File: src/rtl/ivr_pkg.sv
// Package: shared helpers for the interrupt vector register.
// Assumes compare channels take codes 2,4,.. and overflow takes a larger code.
package ivr_pkg;

    // Code reported for source index idx (channels first, overflow last)
    function automatic int unsigned src_code(int unsigned idx, int unsigned n_ch,
                                             int unsigned ovf_code);
        return (idx < n_ch) ? 2 * (idx + 1) : ovf_code;
    endfunction

endpackage

File: src/rtl/ivr_prio_pick.sv
// Module: fixed-priority one-hot picker, lowest index wins.
// Assumes req is already qualified by enables.
module ivr_prio_pick #(
    parameter int N = 3
) (
    input  logic [N-1:0] req,
    output logic [N-1:0] grant,
    output logic         any
);
    logic [N:0] blocked;

    assign blocked[0] = 1'b0;

    // Per-source grant: pending and nothing higher pending
    for (genvar g = 0; g < N; g++) begin : g_pick
        assign grant[g]     = req[g] & ~blocked[g];
        assign blocked[g+1] = blocked[g] | req[g];
    end

    assign any = blocked[N];
endmodule

File: src/rtl/ivr_code_map.sv
// Module: turns a one-hot grant into the even vector code.
// Assumes grant is one-hot or zero; zero maps to code 0.
module ivr_code_map
    import ivr_pkg::*;
#(
    parameter int NSRC     = 3,
    parameter int NCH      = 2,
    parameter int OVF_CODE = 10,
    parameter int VW       = 4
) (
    input  logic [NSRC-1:0] grant,
    output logic [VW-1:0]   code
);
    // OR together the code of the granted source
    always_comb begin
        code = '0;
        for (int i = 0; i < NSRC; i++) begin
            if (grant[i]) code = code | VW'(src_code(i, NCH, OVF_CODE));
        end
    end
endmodule

File: src/rtl/ivr_flag_bank.sv
// Module: pending-flag storage, one register per source.
// Assumes set inputs beat every clear input on the same bit.
module ivr_flag_bank #(
    parameter int N = 3
) (
    input  logic         clk,
    input  logic         rst_n,
    input  logic [N-1:0] hw_set,
    input  logic [N-1:0] sw_set,
    input  logic [N-1:0] sw_clr,
    input  logic [N-1:0] rd_clr,
    output logic [N-1:0] flags
);
    for (genvar g = 0; g < N; g++) begin : g_flag
        // Flag update: clear first, then any set overrides
        always_ff @(posedge clk) begin
            if (!rst_n) flags[g] <= 1'b0;
            else        flags[g] <= (flags[g] & ~(sw_clr[g] | rd_clr[g]))
                                    | hw_set[g] | sw_set[g];
        end
    end
endmodule

File: src/rtl/ivr_vector_reg.sv
// Module: prioritized interrupt vector word for timer channels 1..NUM_CH plus overflow.
// Assumes event pulses are synchronous to clk; channel 0 is handled elsewhere.
module ivr_vector_reg #(
    parameter int NUM_CH   = 2,
    parameter int OVF_CODE = 10
) (
    input  logic                           clk,
    input  logic                           rst_n,
    input  logic [NUM_CH:0]                src_set_i,
    input  logic [NUM_CH:0]                src_ien_i,
    input  logic [NUM_CH:0]                wr_set_i,
    input  logic [NUM_CH:0]                wr_clr_i,
    input  logic                           rd_stb_i,
    output logic [$clog2(OVF_CODE+1)-1:0]  vec_o,
    output logic [NUM_CH:0]                flags_o,
    output logic                           irq_o
);
    localparam int NSRC = NUM_CH + 1;
    localparam int VW   = $clog2(OVF_CODE + 1);

    logic [NSRC-1:0] flags, qual, grant, rd_clr;
    logic            any;

    // Qualify pending flags with enables
    assign qual = flags & src_ien_i;

    ivr_prio_pick #(.N(NSRC)) u_pick (
        .req   (qual),
        .grant (grant),
        .any   (any)
    );

    // Read side effect: clear only the granted source
    assign rd_clr = rd_stb_i ? grant : '0;

    ivr_flag_bank #(.N(NSRC)) u_flags (
        .clk    (clk),
        .rst_n  (rst_n),
        .hw_set (src_set_i),
        .sw_set (wr_set_i),
        .sw_clr (wr_clr_i),
        .rd_clr (rd_clr),
        .flags  (flags)
    );

    ivr_code_map #(
        .NSRC     (NSRC),
        .NCH      (NUM_CH),
        .OVF_CODE (OVF_CODE),
        .VW       (VW)
    ) u_map (
        .grant (grant),
        .code  (vec_o)
    );

    assign flags_o = flags;
    assign irq_o   = any;
endmodule

File: config.mk
export PLATFORM = sky130hd
export DESIGN_NAME = ivr_vector_reg
export DESIGN_NICKNAME = d
export VERILOG_FILES = /design/src/rtl/ivr_pkg.sv /design/src/rtl/ivr_prio_pick.sv /design/src/rtl/ivr_code_map.sv /design/src/rtl/ivr_flag_bank.sv /design/src/rtl/ivr_vector_reg.sv
export SDC_FILE = /design/constraint.sdc
export NUM_CORES = 1
export LEC_CHECK = 0
export ABC_AREA = 1
export BUFFER_PORTS_ARGS = -buffer_cell sky130_fd_sc_hd__buf_4
export CAP_MARGIN = 20
export CELL_PAD_IN_SITES_DETAIL_PLACEMENT = 1
export CELL_PAD_IN_SITES_GLOBAL_PLACEMENT = 1
export CORE_AREA = 2 2 39 41
export DETAILED_ROUTE_END_ITERATION = 12
export DIE_AREA = 0 0 41 43
export GPL_TIMING_DRIVEN = 0
export HOLD_SLACK_MARGIN = 0.08
export PLACE_DENSITY = 0.61
export SYNTH_ARGS = -nofsm -noshare
export SYNTH_HDL_FRONTEND = slang
export SYNTH_SLANG_ARGS = --single-unit
File: constraint.sdc
create_clock -name clk -period 1.3 [get_ports clk]
set_clock_uncertainty 0.15 [all_clocks]
set_input_delay 0.26 -clock clk [delete_from_list [all_inputs] [get_ports clk]]
set_output_delay 0.26 -clock clk [all_outputs]
set_load 0.005 [all_outputs]
==> results of run 1 <==
==> worst register-to-register path, delay by kind of cell (launching register included) <==
| kind | cells | cell delay (ps) |
|---|---|---|
| buffers and inverters | 2 | 250 |
| AO/OA/AOI/OAI | 1 | 110 |
| AND/OR/NAND/NOR | 3 | 200 |
| flip-flops | 1 | 360 |
==> cells in the mapped netlist <==
cell	number
inv_1	4
a21oi_2	2
nand3_1	1
nand3b_1	1
o21ai_1	1
nand3_2	2
conb_1	1
inv_2	1
nand4_1	1
dfxtp_1	3
nand2_2	2
buf_4	1
nand2_1	4
a21oi_1	2
nor2_1	5
==> final cells by class <==
cell class,instances,area [um2]
clock buffers,4,26.28
repair buffers,26,198.9
flip-flops and latches,3,68.82
multi-input cells,22,161.4
inverters,5,21.27
plain buffers,1,7.507
well taps,16,20.02
fillers,175,879.6
==> metrics by stage <==
stage / std cells / utilization / hold WS [ps] / setup WS (ps) / setup TNS, ps
floorplan: 31 / - / 276.8 / 282.5 / 0
global placement: 68 / 0.2785 / 339.6 / 111.9 / 0
detailed placement: 68 / 0.2785 / 351.0 / 94.63 / 0
CTS: 75 / 0.3309 / 123.6 / -73.90 / -128.7
global route: 77 / 0.3644 / 150.4 / -90.27 / -265.5
finish: 77 / 0.3644 / 130.8 / -43.79 / -88.28
==> cell families after synthesis <==
logic type / Yosys count / share of synthesized area
flip-flops: 3 / 0.2892
AND/OR/NAND/NOR: 16 / 0.4096
buffers and inverters: 6 / 0.1265
AO/OA/AOI/OAI: 5 / 0.1566
other: 1 / 0.01805
==> power by group through the flow <==
stage | combinational (mW) | sequential (mW) | clock (mW)
floorplan | 0.0355 | 0.107 | 0
global placement | 0.0978 | 0.107 | 0
detailed placement | 0.0989 | 0.108 | 0
CTS | 0.114 | 0.106 | 0.173
global route | 0.144 | 0.109 | 0.183
finish | 0.129 | 0.109 | 0.164
==> what timing repair did <==
item                                    4_1_cts  5_1_grt
pin swaps                                     3        5
resized for setup                             8        8
setup buffers                                 3        2
endpoints found under the setup margin        4        4
==> layer usage <==
layer / vias to the layer above / share of wire / GRT usage
met2: 13 / 0.55 / 0.1438
li1: 155 / - / -
met4: 0 / 0.014 / 0.1000
met5: - / 0 / 0
met1: 126 / 0.35 / 0.1118
met3: 2 / 0.083 / 0.01571
==> final timing paths <==
check	endpoint	slack, ps	depth (start not counted)
setup / recovery	vec_o[1]	-40	4
hold / removal	u_flags.flags[2]	130	3
hold reg to reg	u_flags.flags[2]	410	4
setup reg to reg	u_flags.flags[1]	160	6
==> impl_metrics.toml, run 1 <==
[logic_synthesis]
avgSynthCellArea_um2 = 6.700
synth_fp_nets = 46
synth_top_area_share = 0.2892
yosys.area.top_type = "dfxtp_1"
synth_seq_area_share = 0.2892
synth-seq-cells = 3
syn-cell-area_um2 = 207.7
postSynthCellCount = 31
yosysWarnings = 0
yosysUniqueCellTypes = 15
yosys-top-cells-area = "dfxtp_1, nand3_2, nor2_1, a21oi_2, inv_1"

[pwr]
power.total_mw = 0.4019
pwr_density_cell_nw_per_um2 = 797.0
comb_power_share = 0.322
internal_power_mw = 0.2943
power_leakage_nw = 0.2695
max-vdd-ir-drop_mv = 0.4055
clock_power_share = 0.408
p_seq_frac = 0.270
power.switching_mw = 0.1076
swShare = 0.2676

[outcome]
violations = "negative setup slack"
status = "finished with violations"

[floorplan]
start_util = 0.1501
fp.dieH_um = 43
die_area_um2 = 1763
core_um2 = 1384
rows = 14
num_io_pins = 23
die_w_um = 41

[placed_design]
gp_congestion = 0.5511
placed_area_um2 = 385.4
portBuffers = 21
dpl.hpwl_um = 527.1

[timing]
setup_slack_ps = -43.79
setup_viol = 3
max_freq_mhz = 744.2
rsz0062_at_grt = "yes"
drv_slew = 0
finalCritPeriodShare = 1.034
fin_crit_ps = 1344
hold_viol_final = 0

[finish]
largest_register_ffs = 3
reg_top3 = "u_flags.flags (3)"
num-nets-final = 77
regMostFlops = "u_flags.flags"
drive_above_1_share = 0.7377
final_common_cell = "buf_4"
area_growth_pct = 142.8
final_cell_mix = "buf_4, inv_1, nor2_1, nand3_2, clkbuf_4"
insertedDiodeCount = 0
design_area_um2 = 504.2

[clock_tree]
ctsRootBufferMaster = "clkbuf_4"
cts_tree = "built"
clock-sinks = 3
cts_made_buffers = 3
clock_latency_ps = 230
hold_buffers = 0
clk_path_buf_depth = 2
htreeDepth = 1
path_clk_slew_ps = 40

[global_route]
antenna_found_initial = 0
grt_pass1_wl_um = 1152
grt_start_max_net_pins = 6
track_usage = 0.09920
grt-ovfl-total = 0
grt_pass1_vias = 301

[route]
vias = 296
via_per_inst = 3.844
drt_iter0_drc = 1
drtAntennaViolNets = 0
drc_errors = 0
finalWirelength_um = 703
drt-wirelength-per-cell_um = 9.130
firstDrtPassIters = 2

[critical_path]
startpoint_type = "flop"
path_max_fanout = 5
cp-startpoint = "u_flags.flags[1]"
cp-end-kind = "primary output"
required_ps = 890
crit_arrival_ps = 930
max_stage_delay_ps = 350
r2r-start = "u_flags.flags[0]"
crit_path_cell_trace = "nand2_8 -> inv_4 -> o21ai_2 -> buf_4"
worstSetupPathType = "flop to primary output"
crit_family = "flip-flops"
path_buf_inv = 2
critical-path-slowest-cell = "dfxtp_4"

[hold_path]
hp-start = "wr_set_i[2]"
hold_class = "primary input to flop"

[flow_run]
drv_cap = 0
Power figures use the tool's default switching activity.
==> inputs of run 2 (changes only) <==
--- a/config.mk
+++ b/config.mk
@@ -15,7 +15,9 @@
 export DIE_AREA = 0 0 41 43
 export GPL_TIMING_DRIVEN = 0
 export HOLD_SLACK_MARGIN = 0.08
-export PLACE_DENSITY = 0.61
+export PLACE_DENSITY = 0.67
+export REMOVE_ABC_BUFFERS = 1
 export SYNTH_ARGS = -nofsm -noshare
 export SYNTH_HDL_FRONTEND = slang
+export SYNTH_HIERARCHICAL = 1
 export SYNTH_SLANG_ARGS = --single-unit
==> run 2 against run 1 <==
  * The flow still finishes with violations (negative setup slack)
  * Flip-flop and latch count stayed put
  * Die area unchanged
  * Total power shrank 7.0%
  * Count of clock-buffer cells in the layout did not move
  * Via count up 5.4%
  * First-iteration DRC count did not move
  * Critical path type unchanged
  * Critical endpoint unchanged
==> impl_metrics.toml, run 2 <==
[timing]
max_freq_mhz = 694.6
setup_slack_ps = -139.6
rsz0062_at_grt = "yes"
fin_crit_ps = 1440
finalCritPeriodShare = 1.107
drv_slew = 0
setup_viol = 4
hold_viol_final = 0
hold_slack_ps = 112.5

[clock_tree]
cts_tree = "built"
path_clk_slew_ps = 40
clock_latency_ps = 230
cts_made_buffers = 3
clk_path_buf_depth = 2
htreeDepth = 1
clock-sinks = 3
ctsRootBufferMaster = "clkbuf_4"
hold_buffers = 0

[finish]
reg_top3 = "u_flags/flags (3)"
num-nets-final = 83
stdcell_count = 83
largest_register_ffs = 3
final_cell_mix = "buf_4, nand2_1, inv_1, nor2_1"
final_common_cell = "buf_4"
design_area_um2 = 442.9
area_growth_pct = 88.30
drive_above_1_share = 0.5373
utilization = 0.3201
insertedDiodeCount = 0
regMostFlops = "u_flags/flags"

[logic_synthesis]
ys_top_cells_by_count = "inv_1, nand2_1, nor2_1"
synthMuxAreaShare = 0
synth-simple-area-share = 0.3457
avgSynthCellArea_um2 = 5.470
async_flop_share = 0
yosys-top-cells-area = "dfxtp_1, inv_1, nand2_1, buf_4, nor2_1"
postSynthCellCount = 43
synth_seq_area_share = 0.2553
synth_xor_area_frac = 0
synthFlopType = "dfxtp_1"
syn-cell-area_um2 = 235.2
synth_top_area_share = 0.2553
yosysUniqueCellTypes = 11
yosys.area.top_type = "dfxtp_1"
synth_top_family_by_area = "simple AND/OR/NAND/NOR gates"
yosysWarnings = 6
synth_edf_count = 0
synth_fa_ha_area_frac = 0
synth_compound_area_frac = 0.06383
synth-seq-cells = 3

[global_route]
antenna_found_initial = 0
grt-ovfl-total = 0
grt_pass1_wl_um = 1104
grt_pass1_vias = 310
track_usage = 0.09319
grt_start_max_net_pins = 5

[placed_design]
dp_slack_ps = -24.47
gp_congestion = 0.5710
dpl.hpwl_um = 511.6
dp_cells = 76
placed_area_um2 = 382.9
portBuffers = 21

[route]
finalWirelength_um = 589
drc_errors = 0
drt_iter0_drc = 1
drt-wirelength-per-cell_um = 7.096
vias = 312
firstDrtPassIters = 2
via_per_inst = 3.759
drtAntennaViolNets = 0

[critical_path]
crit_path_cell_trace = "nand2_2 -> inv_2 -> inv_2 -> nand2_2 -> nor2_4 -> inv_1 -> nand2_1 -> buf_4"
critical-path-slowest-cell = "dfxtp_2"
required_ps = 890
cp-end-kind = "primary output"
path_buf_inv = 4
crit_family = "flip-flops"
max_stage_delay_ps = 320
path_max_fanout = 4
worstSetupPathType = "flop to primary output"
crit_arrival_ps = 1030
startpoint_type = "flop"

[floorplan]
die_area_um2 = 1763
fp.dieH_um = 43
die_w_um = 41
start_util = 0.1700
num_io_pins = 23
rows = 14
core_um2 = 1384

[outcome]
violations = "negative setup slack"
status = "finished with violations"

[pwr]
power_leakage_nw = 0.2783
pwr_density_cell_nw_per_um2 = 843.7
max-vdd-ir-drop_mv = 0.3885

[flow_run]
drv_cap = 0

[hold_path]
hold_class = "primary input to flop"
-- run 2: cell count changes in the layout (fill, tap and decap cells not counted), sizes merged --
cell	delta
o21ai	-1
nand4	-1
buf	-3
nor2	+3
nand3b	-1
a21oi	-1
nand2	+5
inv	+7
nand3	-2
-- run 2: timing repair --
item | CTS | global route
setup endpoints to repair | 4 | 4
gates resized for setup | 5 | 1
pin swaps | 4 | 2
setup buffers | 3 | 0
-- run 2: kinds of logic after synthesis --
kind of cell / after synthesis
AO/OA/AOI/OAI: 3
buffers and inverters: 16
flip-flops: 3
other: 1
AND/OR/NAND/NOR: 20
-- run 2: tightest hold or removal path, cell delays in order --
cell and delay (ps):
buf_4 80, nor2_1 30, nand2_1 40, a21oi_1 50
-- run 2: report_power, final --
| group | switching, mW | internal [mW] | leakage [nW] |
|---|---|---|---|
| clock network | 0.0480 | 0.115 | 0.0150 |
| logic | 0.0402 | 0.0659 | 0.238 |
| registers | 0.00379 | 0.101 | 0.0256 |
| total | 0.0920 | 0.282 | 0.278 |
-- run 2: final timing paths --
path	from	to	slack [ps]	cells after the start
min	wr_clr_i[1]	u_flags/flags[1]	110	4
min reg2reg	u_flags/flags[2]	u_flags/flags[2]	320	2
max reg2reg	u_flags/flags[0]	u_flags/flags[2]	130	10
max	u_flags/flags[0]	vec_o[1]	-140	8
-- run 2: routing by layer --
metal	track usage	part of all wire
met1	0.09585	0.38
met2	0.1500	0.51
met3	0.01571	0.081
met4	0.08000	0.024
met5	0	0
-- run 2: layout make-up --
cell class | instances | area (um2)
repair buffers | 24 | 180.2
inverters | 12 | 45.04
multi-input cells | 24 | 107.6
clock buffers | 4 | 26.28
flip-flops and latches | 3 | 63.81
fillers | 183 | 940.9
well taps | 16 | 20.02
-- run 2: per-stage QoR --
stage               total power [mW]  TNS, ps
global placement              0.1988   -24.52
floorplan                     0.1390        0
detailed placement            0.2003   -24.47
finish                        0.3737   -376.2
global route                  0.4030   -691.8
CTS                           0.3872   -501.2
